===== src/rtl/sertx_pkg.sv =====
package sertx_pkg;

    typedef enum logic [1:0] {
        PAR_NONE  = 2'd0,
        PAR_EVEN  = 2'd1,
        PAR_ODD   = 2'd2,
        PAR_FORCE = 2'd3
    } par_e;

    typedef enum logic [1:0] {
        STOP_ONE  = 2'd0,
        STOP_HALF = 2'd1,
        STOP_TWO  = 2'd2,
        STOP_TWOB = 2'd3
    } stop_e;

    typedef enum logic [2:0] {
        PH_IDLE  = 3'd0,
        PH_START = 3'd1,
        PH_DATA  = 3'd2,
        PH_PAR   = 3'd3,
        PH_STOP  = 3'd4,
        PH_BRK   = 3'd5,
        PH_RCV   = 3'd6
    } phase_e;

endpackage


===== src/rtl/sertx_hold.sv =====
module sertx_hold #(
    parameter int DATA_W = 8
) (
    input  logic              clk,
    input  logic              rst_n,
    input  logic              wr_en,
    input  logic [DATA_W-1:0] wr_data,
    input  logic              take,
    output logic              valid,
    output logic [DATA_W-1:0] data
);

    typedef struct packed {
        logic              valid;
        logic [DATA_W-1:0] data;
    } hold_t;

    hold_t hold_d, hold_q;

    always_comb begin
        hold_d = hold_q;
        if (take) begin
            hold_d.valid = 1'b0;
        end
        if (wr_en && !hold_q.valid) begin
            hold_d.valid = 1'b1;
            hold_d.data  = wr_data;
        end
    end

    always_ff @(posedge clk) begin
        if (!rst_n) begin
            hold_q <= '0;
        end else begin
            hold_q <= hold_d;
        end
    end

    assign valid = hold_q.valid;
    assign data  = hold_q.data;

endmodule


===== src/rtl/sertx_parity.sv =====
module sertx_parity
    import sertx_pkg::*;
#(
    parameter int DATA_W = 8
) (
    input  logic [DATA_W-1:0]         data,
    input  logic [$clog2(DATA_W)-1:0] last_idx,
    input  logic [1:0]                mode,
    input  logic                      force_lvl,
    output logic                      pbit,
    output logic                      par_en
);

    localparam int IDX_W = $clog2(DATA_W);

    logic [DATA_W-1:0] in_frame;

    for (genvar g = 0; g < DATA_W; g++) begin : g_mask
        assign in_frame[g] = data[g] & (IDX_W'(g) <= last_idx);
    end

    always_comb begin
        par_en = (par_e'(mode) != PAR_NONE);
        unique case (par_e'(mode))
            PAR_EVEN:  pbit = ^in_frame;
            PAR_ODD:   pbit = ~(^in_frame);
            PAR_FORCE: pbit = force_lvl;
            default:   pbit = 1'b0;
        endcase
    end

endmodule


===== src/rtl/sertx_shifter.sv =====
module sertx_shifter
    import sertx_pkg::*;
#(
    parameter int DATA_W = 8,
    parameter int OVS    = 16
) (
    input  logic                      clk,
    input  logic                      rst_n,
    input  logic                      tick,
    input  logic                      brk_req,
    input  logic                      hold_valid,
    input  logic [DATA_W-1:0]         hold_data,
    input  logic [$clog2(DATA_W)-1:0] last_idx,
    input  logic                      pbit,
    input  logic                      par_en,
    input  logic [1:0]                stop_code,
    output logic                      take,
    output logic                      txd,
    output logic                      idle
);

    localparam int IDX_W = $clog2(DATA_W);
    localparam int CNT_W = $clog2(2 * OVS);
    localparam logic [CNT_W-1:0] LIM_ONE  = CNT_W'(OVS - 1);
    localparam logic [CNT_W-1:0] LIM_HALF = CNT_W'(OVS + OVS / 2 - 1);
    localparam logic [CNT_W-1:0] LIM_TWO  = CNT_W'(2 * OVS - 1);

    typedef struct packed {
        phase_e            ph;
        logic [CNT_W-1:0]  cnt;
        logic [IDX_W-1:0]  idx;
        logic [IDX_W-1:0]  last;
        logic [DATA_W-1:0] sh;
        logic              pbit;
        logic              par_en;
        logic [1:0]        stop;
    } shf_t;

    shf_t             shf_d, shf_q;
    logic [CNT_W-1:0] lim;
    logic             bit_end;
    logic             launch;

    always_comb begin
        shf_d  = shf_q;
        take   = 1'b0;
        launch = 1'b0;

        lim = LIM_ONE;
        if (shf_q.ph == PH_STOP) begin
            unique case (stop_e'(shf_q.stop))
                STOP_ONE:  lim = LIM_ONE;
                STOP_HALF: lim = LIM_HALF;
                default:   lim = LIM_TWO;
            endcase
        end
        bit_end = tick && (shf_q.cnt == lim);

        if (tick && shf_q.ph != PH_IDLE && shf_q.ph != PH_BRK) begin
            shf_d.cnt = bit_end ? '0 : shf_q.cnt + CNT_W'(1);
        end

        unique case (shf_q.ph)
            PH_IDLE: launch = 1'b1;
            PH_START: begin
                if (bit_end) begin
                    shf_d.ph  = PH_DATA;
                    shf_d.idx = '0;
                end
            end
            PH_DATA: begin
                if (bit_end) begin
                    shf_d.sh = shf_q.sh >> 1;
                    if (shf_q.idx == shf_q.last) begin
                        shf_d.ph = shf_q.par_en ? PH_PAR : PH_STOP;
                    end else begin
                        shf_d.idx = shf_q.idx + IDX_W'(1);
                    end
                end
            end
            PH_PAR: begin
                if (bit_end) begin
                    shf_d.ph = PH_STOP;
                end
            end
            PH_STOP, PH_RCV: begin
                if (bit_end) begin
                    launch = 1'b1;
                end
            end
            PH_BRK: begin
                if (!brk_req) begin
                    shf_d.ph  = PH_RCV;
                    shf_d.cnt = '0;
                end
            end
            default: shf_d.ph = PH_IDLE;
        endcase

        // Break outranks a waiting character; otherwise chain without a gap.
        if (launch) begin
            shf_d.cnt = '0;
            if (brk_req) begin
                shf_d.ph = PH_BRK;
            end else if (hold_valid) begin
                take         = 1'b1;
                shf_d.ph     = PH_START;
                shf_d.sh     = hold_data;
                shf_d.last   = last_idx;
                shf_d.pbit   = pbit;
                shf_d.par_en = par_en;
                shf_d.stop   = stop_code;
            end else begin
                shf_d.ph = PH_IDLE;
            end
        end
    end

    always_ff @(posedge clk) begin
        if (!rst_n) begin
            shf_q <= '0;
        end else begin
            shf_q <= shf_d;
        end
    end

    always_comb begin
        unique case (shf_q.ph)
            PH_START: txd = 1'b0;
            PH_DATA:  txd = shf_q.sh[0];
            PH_PAR:   txd = shf_q.pbit;
            PH_BRK:   txd = 1'b0;
            default:  txd = 1'b1;
        endcase
    end

    assign idle = (shf_q.ph == PH_IDLE);

endmodule


===== src/rtl/sertx_core.sv =====
module sertx_core
    import sertx_pkg::*;
#(
    parameter int DATA_W = 8,
    parameter int OVS    = 16
) (
    input  logic              clk,
    input  logic              rst_n,
    input  logic              tick16,
    input  logic              wr_en,
    input  logic [DATA_W-1:0] wr_data,
    input  logic [1:0]        cfg_len,
    input  logic [1:0]        cfg_par,
    input  logic              cfg_force_lvl,
    input  logic [1:0]        cfg_stop,
    input  logic              brk_req,
    output logic              txd,
    output logic              ready,
    output logic              empty
);

    localparam int IDX_W   = $clog2(DATA_W);
    localparam int MIN_LEN = DATA_W - 3;

    logic              hold_valid;
    logic [DATA_W-1:0] hold_data;
    logic              take;
    logic [IDX_W-1:0]  last_idx;
    logic              pbit;
    logic              par_en;
    logic              sh_idle;

    assign last_idx = IDX_W'(MIN_LEN - 1) + IDX_W'(cfg_len);

    sertx_hold #(.DATA_W(DATA_W)) u_hold (
        .clk     (clk),
        .rst_n   (rst_n),
        .wr_en   (wr_en),
        .wr_data (wr_data),
        .take    (take),
        .valid   (hold_valid),
        .data    (hold_data)
    );

    sertx_parity #(.DATA_W(DATA_W)) u_parity (
        .data      (hold_data),
        .last_idx  (last_idx),
        .mode      (cfg_par),
        .force_lvl (cfg_force_lvl),
        .pbit      (pbit),
        .par_en    (par_en)
    );

    sertx_shifter #(.DATA_W(DATA_W), .OVS(OVS)) u_shift (
        .clk        (clk),
        .rst_n      (rst_n),
        .tick       (tick16),
        .brk_req    (brk_req),
        .hold_valid (hold_valid),
        .hold_data  (hold_data),
        .last_idx   (last_idx),
        .pbit       (pbit),
        .par_en     (par_en),
        .stop_code  (cfg_stop),
        .take       (take),
        .txd        (txd),
        .idle       (sh_idle)
    );

    assign ready = !hold_valid;
    assign empty = !hold_valid && sh_idle;

endmodule


===== config.mk =====
export PLATFORM = sky130hd
export DESIGN_NAME = sertx_core
export DESIGN_NICKNAME = d
export VERILOG_FILES = /design/src/rtl/sertx_pkg.sv /design/src/rtl/sertx_hold.sv /design/src/rtl/sertx_parity.sv /design/src/rtl/sertx_shifter.sv /design/src/rtl/sertx_core.sv
export SDC_FILE = /design/constraint.sdc
export NUM_CORES = 1
export LEC_CHECK = 0
export BUFFER_PORTS_ARGS = -buffer_cell sky130_fd_sc_hd__buf_2
export CAP_MARGIN = 30
export CELL_PAD_IN_SITES_DETAIL_PLACEMENT = 2
export CELL_PAD_IN_SITES_GLOBAL_PLACEMENT = 2
export CORE_MARGIN = 4
export CORE_UTILIZATION = 38
export CTS_CLUSTER_DIAMETER = 60
export DETAILED_ROUTE_END_ITERATION = 8
export PLACE_DENSITY = 0.94
export REMOVE_ABC_BUFFERS = 1
export SETUP_SLACK_MARGIN = 0.3
export SYNTH_ARGS = -nofsm -noshare
export SYNTH_HDL_FRONTEND = slang
export SYNTH_HIERARCHICAL = 1
export SYNTH_SLANG_ARGS = --single-unit

===== constraint.sdc =====
create_clock -name clk -period 2.7 [get_ports clk]
set_input_delay 0.54 -clock clk [delete_from_list [all_inputs] [get_ports clk]]
set_output_delay 0.54 -clock clk [all_outputs]
set_load 0.05 [all_outputs]

# ---- Word-level counts from Yosys, hierarchy flattened
# Cells that the tools add are included.
dict set report classes {
  addsub 3
  multipliers 0
  div 0
  magnitude_cmp 8
  eq_ne 22
  shifts 0
  n_mux 33
  bitwise_logic 11
  n_reduce_logical 20
}
# cell n
set ops {}
lappend ops {{$mux W12} 3}
lappend ops {{$mux W8} 4}
lappend ops {{$mux W3} 9}
lappend ops {{$mux W5} 4}
lappend ops {{$pmux W3 S5} 1}
lappend ops {{$le A3 B3 Y1 const A} 4}
lappend ops {{$ne A3 B1 Y1 const B} 4}
lappend ops {{$pmux W5 S2} 1}
lappend ops {{$eq A3 B3 Y1 const B} 3}
lappend ops {{$mux W9} 1}
lappend ops {{$and A1 B1 Y1} 8}
lappend ops {{$reduce_xor A8 Y1} 1}
lappend ops {{$eq A3 B2 Y1 const B} 2}
lappend ops {{$le A1 B3 Y1 const A} 2}
lappend ops {{$le A2 B3 Y1 const A} 2}
lappend ops {{$mux W1} 6}
lappend ops {{$ne A2 B1 Y1 const B} 3}
lappend ops {{$pmux W1 S3} 2}
lappend ops {{$pmux W3 S2} 1}
lappend ops {{$reduce_and A6 Y1} 1}
lappend ops {{$reduce_bool A2 Y1} 3}
lappend ops {{$reduce_or A2 Y1} 3}
lappend ops {{$add A5 B1 Y5 const B} 1}
lappend ops {{$eq A5 B5 Y1} 1}
lappend ops {{19 further kinds} 27}
dict set report totals {
  ff_bits 35
  latchBits 0
  ramBits 0
  rom_bits 0
  in_bits 20
  out_inout_bits 3
  wordCells 107
  mem_count 0
}

# ---- Longest topological paths before layout
# Gate-level depths: netlist (run 1).
dict set report logic_depth {
  word_depth 10
  depth_mapped 9
  depth_no_buf 8
}

# ---- By module
# The synthesis (run 1) kept the hierarchy.
# mod instances cells_per_inst area_each_um2 seq_area_each_um2
set modules_own_cells {}
lappend modules_own_cells {sertx_shifter 1 166 1467.7 520.5}
lappend modules_own_cells {sertx_hold 1 39 379.1 180.2}
lappend modules_own_cells {sertx_parity 1 27 188.9 0.0}
lappend modules_own_cells {sertx_core 1 3 13.8 0.0}

# ---- Worst setup path before layout (run 1)
# Ideal clock, no wire load.
dict set report synth_path {
  path_type {reg2out}
  startpoint {register u_shift/shf_q[23] (netlist name)}
  endpoint {output empty}
  arrival_ns 1.520
  required_ns 2.160
  path_slack_ns 0.640
  stages_incl_launch_ff 5
  n_path_buf 2
  path_cell_list {dfxtp_1 -> buf_2 -> buf_1 -> nor3_1 -> nor2b_1}
}
dict set report synth_between {
  elab_chain_cells 2
}
# item line
set synth_rtl {}
lappend synth_rtl {{start, declared} sertx_shifter.sv:39} ;# shf_t shf_d, shf_q;
lappend synth_rtl {{start signal, assigned} sertx_shifter.sv:121} ;# shf_q <= '0;
lappend synth_rtl {{start signal, assigned} sertx_shifter.sv:123} ;# shf_q <= shf_d;
lappend synth_rtl {{$logic_not A3 Y1} sertx_shifter.sv:137} ;# assign idle = (shf_q.ph == PH_IDLE);
lappend synth_rtl {{net sh_idle} sertx_core.sv:31} ;# logic sh_idle;
lappend synth_rtl {{$logic_and A1 B1 Y1} sertx_core.sv:71} ;# assign empty = !hold_valid && sh_idle;
lappend synth_rtl {{end, declared} sertx_core.sv:19} ;# output logic empty
# The timed path passes the listed nets, and every way through them passes these cells.

# ---- Final worst setup path (run 1)
dict set report layout_path {
  startpoint {register u_shift/shf_q[23] (netlist name)}
  endpoint {output txd}
}
dict set report layout_between {
  elab_chain_cells 3
  elab_cells_between_ends 6
  cone_classes {eq/ne (4); mux (1); reduce/logical (1)}
}
# item line
set layout_rtl {}
lappend layout_rtl {{$eq A3 B1 Y1 / $eq A3 B3 Y1 (equally long branches)} sertx_shifter.sv:128} ;# unique case (shf_q.ph)
lappend layout_rtl {{$reduce_or A2 Y1 (no line)} n/a}
lappend layout_rtl {{$pmux W1 S3 *} sertx_shifter.sv:128}
lappend layout_rtl {{end, declared} sertx_core.sv:17} ;# output logic txd,
# Every way passes the cells marked *; elsewhere a longest branch is shown, timed or not.

==> results of run 1 <==
metal layers:
metal  share of wire  wire length [um]
met3           0.023               141
met2            0.51              3100
met1            0.44              2660
met4           0.020               121
met5               0                 0
path summary, 6_finish.rpt:
kind / start / end / slack, ns / cells past startpoint
worst max-delay path: u_shift/shf_q[23] / txd / 0.45 / 5
worst min-delay path: wr_data[5] / u_hold/data[5] / 0.49 / 3
worst max register to register: u_shift/shf_q[23] / u_shift/shf_q[3] / 0.58 / 7
worst min register to register: u_hold/data[0] / u_hold/data[0] / 0.51 / 2
cell usage after synthesis, types with 2 or more instances:
cell,n
dfxtp_1,35
nand2_1,29
mux2i_1,24
nor2b_1,13
o21ai_0,13
a21oi_1,12
nor2_1,10
inv_1,8
xor2_1,8
nand2b_1,5
nor3_1,5
o21a_1,5
a21boi_1,4
clkbuf_1,4
nand3_1,3
nand4_1,3
nor3b_1,3
o211ai_1,3
or3_1,3
xnor2_1,3
a21oi_4,2
buf_2,2
buf_6,2
ha_1,2
nand3b_1,2
o31ai_1,2
or2_2,2
registers in the layout (all words and copies together), names as in the netlist:
name,count
u_hold/valid,1
u_shift/shf_q,26
u_hold/data,8
area by class of cell:
type,instances,area [sq um],area share
multi-input combinational,186,1260,0.540
sequential,35,702,0.300
timing repair buffer,26,140,0.0598
tap,70,87.6,0.0374
clock buffer,6,82.6,0.0353
clock inverter,2,35.0,0.0150
inverter,8,30.0,0.0128
cells by family (layout without fill, tap and decap cells):
family,after synthesis,after routing,synth area share
multiplexers,25,25,0.125
flip-flops,35,35,0.342
adder cells (fa/ha/maj),2,2,0.0122
XOR/XNOR,11,11,0.0470
AND/OR/NAND/NOR,87,87,0.231
buffers and inverters,19,42,0.0501
AO/OA/AOI/OAI,55,55,0.192
other,1,6,0.00183
metrics by stage:
step                      hold WS (ns)  instances
after global routing             0.477        333
after floorplan                  0.445        229
after global placement           0.464        325
after detailed placement         0.500        325
final                            0.487        333
after CTS                        0.476        333
worst reg2reg max path: stages, from the launching register on:
cell	delay, ns
dfxtp_1	0.53
nor3b_4	0.09
a31oi_2	0.39
nand2_1	0.20
a21oi_4	0.15
buf_4	0.29
mux2i_1	0.26
nor2b_1	0.08
power breakdown:
part / total [mW] / internal (mW) / leakage (nW) / switching, mW
clock network: 0.505 / 0.299 / 0.0612 / 0.206
logic: 0.658 / 0.253 / 0.598 / 0.406
registers: 0.673 / 0.580 / 0.286 / 0.0928
total: 1.84 / 1.13 / 0.945 / 0.704
==> results.py, run 1 <==
metrics = {
    "clocking": {
        "cts_tree": "yes",
        "holdBufCountCts": 0,
        "cts.htree.levels": 2,
        "cts_sinks": 35,
        "cts-buffers-inserted": 5,
        "clkLatencyLatePin_ns": 0.30,
        "clk_pin_slew_ns": 0.08,
        "clock_path_buffers": 2,
        "clockRootBuffer": "clkbuf_8",
        "post_cts_buffers": 0,
        "cts-resized-gates": 0,
    },
    "cells_and_area": {
        "nFillCells": 572,
        "drive_above_1_share": 0.179,
        "final_util": 0.453,
        "layout_commonest_cell": "dfxtp_1",
        "num_antenna_cells": 0,
        "layout_common_cells": "dfxtp_1, nand2_1, mux2i_1",
        "fin_nets": 284,
        "areaGrowthSynthToFinish_pct": 14.3,
        "finish.instance_area_sq_mm": 0.00234,
    },
    "synthesis": {
        "synth_area_leaders": "dfxtp_1, mux2i_1, nand2_1",
        "synth-seq-cells": 35,
        "ys_warn_count": 6,
        "ys.flop_type": "dfxtp_1",
        "synth_area_per_cell_sq_um": 8.72,
        "synth_top_cell_area_share": 0.342,
        "synth_edf_count": 0,
        "synth_area_sq_mm": 0.00205,
        "synth_async_sr_flop_share": 0,
        "synth_area_leader_cell": "dfxtp_1",
        "synth_cell_types": 55,
        "synth_cells": 235,
        "yosysSeqAreaShare": 0.342,
    },
    "detailed_routing": {
        "via_per_inst": 5.35,
        "wire_per_inst_um": 18.1,
        "drt_pass1_iterations": 4,
        "drt_iter0_drc": 96,
        "drc": 0,
        "num_vias": 1781,
        "wl_um": 6020,
        "final_antenna_net_count": 0,
    },
    "setup_path": {
        "crit_arrival_ns": 1.71,
        "cp_top_family": "flip-flops",
        "critical_path_class": "flop to output port",
        "worstSetupEndpointType": "output port",
        "crit_buf_inv": 2,
        "required_ns": 2.16,
        "start_kind": "flop",
        "cp_slowest_stage_delay_ns": 0.53,
        "critical_path.cell_chain": "buf_4 > nor3b_1 > a21oi_1 > o21a_1 > buf_2",
        "crit_path_top_delay_cell": "dfxtp_1",
        "path_max_fanout": 11,
    },
    "floorplanning": {
        "initial_core_util": 0.396,
        "die_area_sq_mm": 0.00663,
        "die_x_um": 81.4,
        "pin_count": 23,
        "die_h_um": 81.4,
        "row_count": 26,
        "core_sq_mm": 0.00517,
    },
    "place": {
        "postPlaceCellArea_sq_mm": 0.00222,
        "port_buffers": 22,
        "place_congestion": 0.802,
        "preCtsSetupSlack_ns": 0.438,
        "dp_hpwl_um": 4380,
    },
    "timing": {
        "clock.fmax_mhz": 445,
        "finalCritPeriodShare": 0.833,
        "period_needed_ns": 2.25,
        "maxSlewHeadroom": 0.602,
        "hold_viol_final": 0,
        "worstMarginPinSlew_ns": 0.594,
        "fin_ws_ns": 0.451,
        "setup_violations": 0,
        "drv_slew": 0,
        "setup_tns_ns": 0,
        "fin_skew_ns": 0.0139,
        "rsz0062_at_grt": "no",
    },
    "global_routing": {
        "grt_max_degree": 27,
        "gr-total-overflow": 0,
        "grt_pass1_wl_um": 10100,
        "grtUsageTotal": 0.206,
        "met1_usage": 0.240,
        "grt.busiest_layer": "met2",
        "grt_pass1_vias": 1997,
        "met3_usage": 0.0471,
        "use_met2": 0.366,
        "antenna_found_initial": 0,
    },
    "pwr": {
        "power_mw": 1.84,
        "p_leak_nw": 0.945,
        "vdd_drop_max_mv": 0.334,
        "power.density_mw_per_mm2": 784,
    },
    "job": {
        "maxCapViolations": 0,
    },
    "hold_path": {
        "hp-class": "input port to flop",
    },
    "outcome": {
        "outcome": "finished clean",
    },
}
Power figures use the tool's default switching activity.
==> run 2: changes to the inputs <==
ABC_AREA = 1   (was unset)
CORE_UTILIZATION = 31   (was 38)
PLACE_DENSITY = 0.88   (was 0.94)
clock period = 2.2 ns   (was 2.7 ns; I/O delays follow)
==> run 2 against run 1 <==
  * Area after synthesis grew 1.9%
  * Utilization shrank 5.2 points
  * Hold slack worse by 0.061 ns
  * Count of clock-buffer cells in the layout shrank 1
  * Wire length increased by 47%
  * Sequential cell count unchanged
  * Clock power down 2%
  * Non-clock buffer count is 7 higher
  * Synthesized cell count is 42% higher
  * Largest cell class unchanged
  * Largest power group is now combinational cells
==> results.py, run 2 <==
metrics = {
    "outcome": {
        "outcome": "finished clean",
    },
    "clocking": {
        "cts_sinks": 35,
        "cts-buffers-inserted": 5,
        "clkLatencyLatePin_ns": 0.30,
        "clk_pin_slew_ns": 0.08,
        "clock_path_buffers": 2,
        "cts.htree.levels": 2,
        "clockRootBuffer": "clkbuf_8",
        "holdBufCountCts": 0,
        "cts_tree": "yes",
    },
    "setup_path": {
        "crit_buf_inv": 3,
        "rrSetupSlack_ns": 0.26,
        "cp_top_family": "simple AND/OR/NAND/NOR gates",
        "required_ns": 2.39,
        "r2r-end": "u_shift/shf_q[12]",
        "crit_arrival_ns": 2.12,
        "path_max_fanout": 11,
        "cp_slowest_stage_delay_ns": 0.41,
        "r2r-start": "u_shift/shf_q[1]",
        "worstSetupEndpointType": "flop",
        "reg2reg_depth": 12,
        "critical_path_class": "flop to flop",
        "start_kind": "flop",
        "crit_path_top_delay_cell": "dfxtp_1",
        "critical_path.cell_chain": "inv_1 > nand2_1 > nand4_1 > nand2_1 > inv_2 > nor2_4 > buf_12 > nand2_4 > nand2_8 > nand2_4 > o21ai_1 > nor2_1",
    },
    "floorplanning": {
        "initial_core_util": 0.323,
        "core_sq_mm": 0.00646,
        "die_x_um": 90.1,
        "die_area_sq_mm": 0.00811,
        "die_h_um": 90.1,
        "pin_count": 23,
        "row_count": 29,
    },
    "detailed_routing": {
        "wire_per_inst_um": 19.5,
        "wl_um": 8840,
        "via_per_inst": 5.06,
        "final_antenna_net_count": 0,
        "drc": 0,
        "drt_iter0_drc": 91,
        "num_vias": 2290,
        "drt_pass1_iterations": 4,
    },
    "place": {
        "port_buffers": 22,
        "dp_hpwl_um": 5090,
        "preCtsSetupSlack_ns": 0.228,
        "postPlaceCellArea_sq_mm": 0.00228,
        "place_congestion": 0.802,
    },
    "timing": {
        "finalCritPeriodShare": 0.880,
        "maxSlewHeadroom": 0.452,
        "fin_skew_ns": 0.00697,
        "worstMarginPinSlew_ns": 0.818,
        "fin_ws_ns": 0.264,
        "clock.fmax_mhz": 516,
        "rsz0062_at_grt": "yes",
        "setup_tns_ns": 0,
        "setup_violations": 0,
        "period_needed_ns": 1.94,
        "drv_slew": 0,
        "hold_viol_final": 0,
    },
    "job": {
        "maxCapViolations": 0,
    },
    "synthesis": {
        "synth_top_cell_area_share": 0.336,
        "synth_compound_area_frac": 0.0509,
        "synth_area_leaders": "dfxtp_1, nor2_1, nand2_1",
        "yosysSeqAreaShare": 0.336,
        "synth-xor-area-share": 0.0252,
        "synth_async_sr_flop_share": 0,
        "synth_commonest_cells": "nor2_1, nand2_1, inv_1, dfxtp_1, nand3_1",
        "synth_area_per_cell_sq_um": 6.25,
        "synth_cell_types": 31,
        "synth_area_sq_mm": 0.00209,
        "yosys.area_share.adder": 0.0120,
        "synth-simple-area-share": 0.464,
        "muxShareOfSynthArea": 0,
        "yosysMostFrequentCell": "nor2_1",
        "synth_cells": 334,
        "ys.flop_type": "dfxtp_1",
        "ys_warn_count": 6,
        "synth_edf_count": 0,
        "synth_area_leader_cell": "dfxtp_1",
        "synth_top_family_by_area": "simple AND/OR/NAND/NOR gates",
        "synth-seq-cells": 35,
    },
    "global_routing": {
        "gr-total-overflow": 0,
        "grt_pass1_wl_um": 12500,
        "grt_pass1_vias": 2454,
        "grt_max_degree": 29,
        "grtUsageTotal": 0.192,
        "antenna_found_initial": 0,
    },
    "cells_and_area": {
        "seqCellArea_sq_um": 714,
        "multiInputGateArea_sq_mm": 0.00127,
        "largest_register_ffs": 26,
        "areaGrowthSynthToFinish_pct": 24.0,
        "layout_common_cells": "nand2_1, nor2_1, inv_1",
        "fin_nets": 397,
        "largest_register": "u_shift/shf_q",
        "drive_above_1_share": 0.247,
        "finish.instance_area_sq_mm": 0.00259,
        "nFillCells": 792,
        "layout_commonest_cell": "nand2_1",
        "num_antenna_cells": 0,
        "final_util": 0.401,
    },
    "pwr": {
        "p_leak_nw": 1.30,
        "vdd_drop_max_mv": 0.317,
        "power.density_mw_per_mm2": 920,
        "power_mw": 2.38,
    },
    "hold_path": {
        "min_from": "cfg_stop[1]",
        "whs_endpoint": "u_shift/shf_q[1]",
        "hold_depth": 3,
        "hp-class": "input port to flop",
    },
}
## run 2: worst reg2reg max path: stages (launching register included)
cell	delay (ns)
dfxtp_1	0.41
inv_1	0.06
nand2_1	0.16
nand4_1	0.13
nand2_1	0.10
inv_2	0.05
nor2_4	0.12
buf_12	0.14
nand2_4	0.07
nand2_8	0.13
nand2_4	0.13
o21ai_1	0.25
nor2_1	0.08
## run 2: how the worst max path moves through the flow
stage	start	slack, ns	cells after the start	end
floorplan	u_shift/shf_q[18]	0.57	12	u_hold/valid
global placement	u_shift/shf_q[23]	0.37	13	u_hold/valid
detailed placement	u_shift/shf_q[23]	0.23	12	u_hold/valid
CTS	u_shift/shf_q[18]	0.28	11	u_shift/shf_q[23]
global route	u_shift/shf_q[19]	0.17	13	u_hold/valid
finish	u_shift/shf_q[1]	0.26	12	u_shift/shf_q[12]
## run 2: layout make-up
type | count | area share
clock buffer | 5 | 0.0266
sequential | 35 | 0.276
inverter | 48 | 0.0744
clock inverter | 3 | 0.00773
multi-input combinational | 252 | 0.491
tap | 77 | 0.0372
timing repair buffer | 33 | 0.0870
## run 2: cells by family after synthesis
family / after synthesis
AO/OA/AOI/OAI: 20
XOR/XNOR: 6
adder cells (fa/ha/maj): 2
buffers and inverters: 54
flip-flops: 35
other: 1
AND/OR/NAND/NOR: 216
## run 2: through the flow
step                      std cells  hold WS (ns)
after floorplan                 333         0.455
after global placement          434         0.470
after detailed placement        434         0.482
after CTS                       447         0.428
after global routing            453         0.427
final                           453         0.426
## run 2: timing repair
| action | 4_1_cts | 5_1_grt |
|---|---|---|
| endpoints found under the setup margin | 14 | 28 |
| endpoints found under the hold margin | 0 | 0 |
| gates cloned | 0 | 2 |
| setup buffers | 5 | 4 |
| gates resized for setup | 8 | 35 |
| pin swaps | 2 | 7 |
## run 2: routing by layer
metal	up-vias	track usage	wire, um
met5	-	0	0
met4	0	0.0472	129
met3	9	0.0359	272
met2	44	0.365	4820
met1	1132	0.218	3610
li1	1105	-	-
## run 2: where the power goes
| group | leakage [nW] | switching, mW | internal [mW] |
|---|---|---|---|
| combinational | 0.976 | 0.709 | 0.340 |
| clock | 0.0402 | 0.275 | 0.221 |
| sequential | 0.289 | 0.102 | 0.735 |
| total | 1.30 | 1.09 | 1.30 |
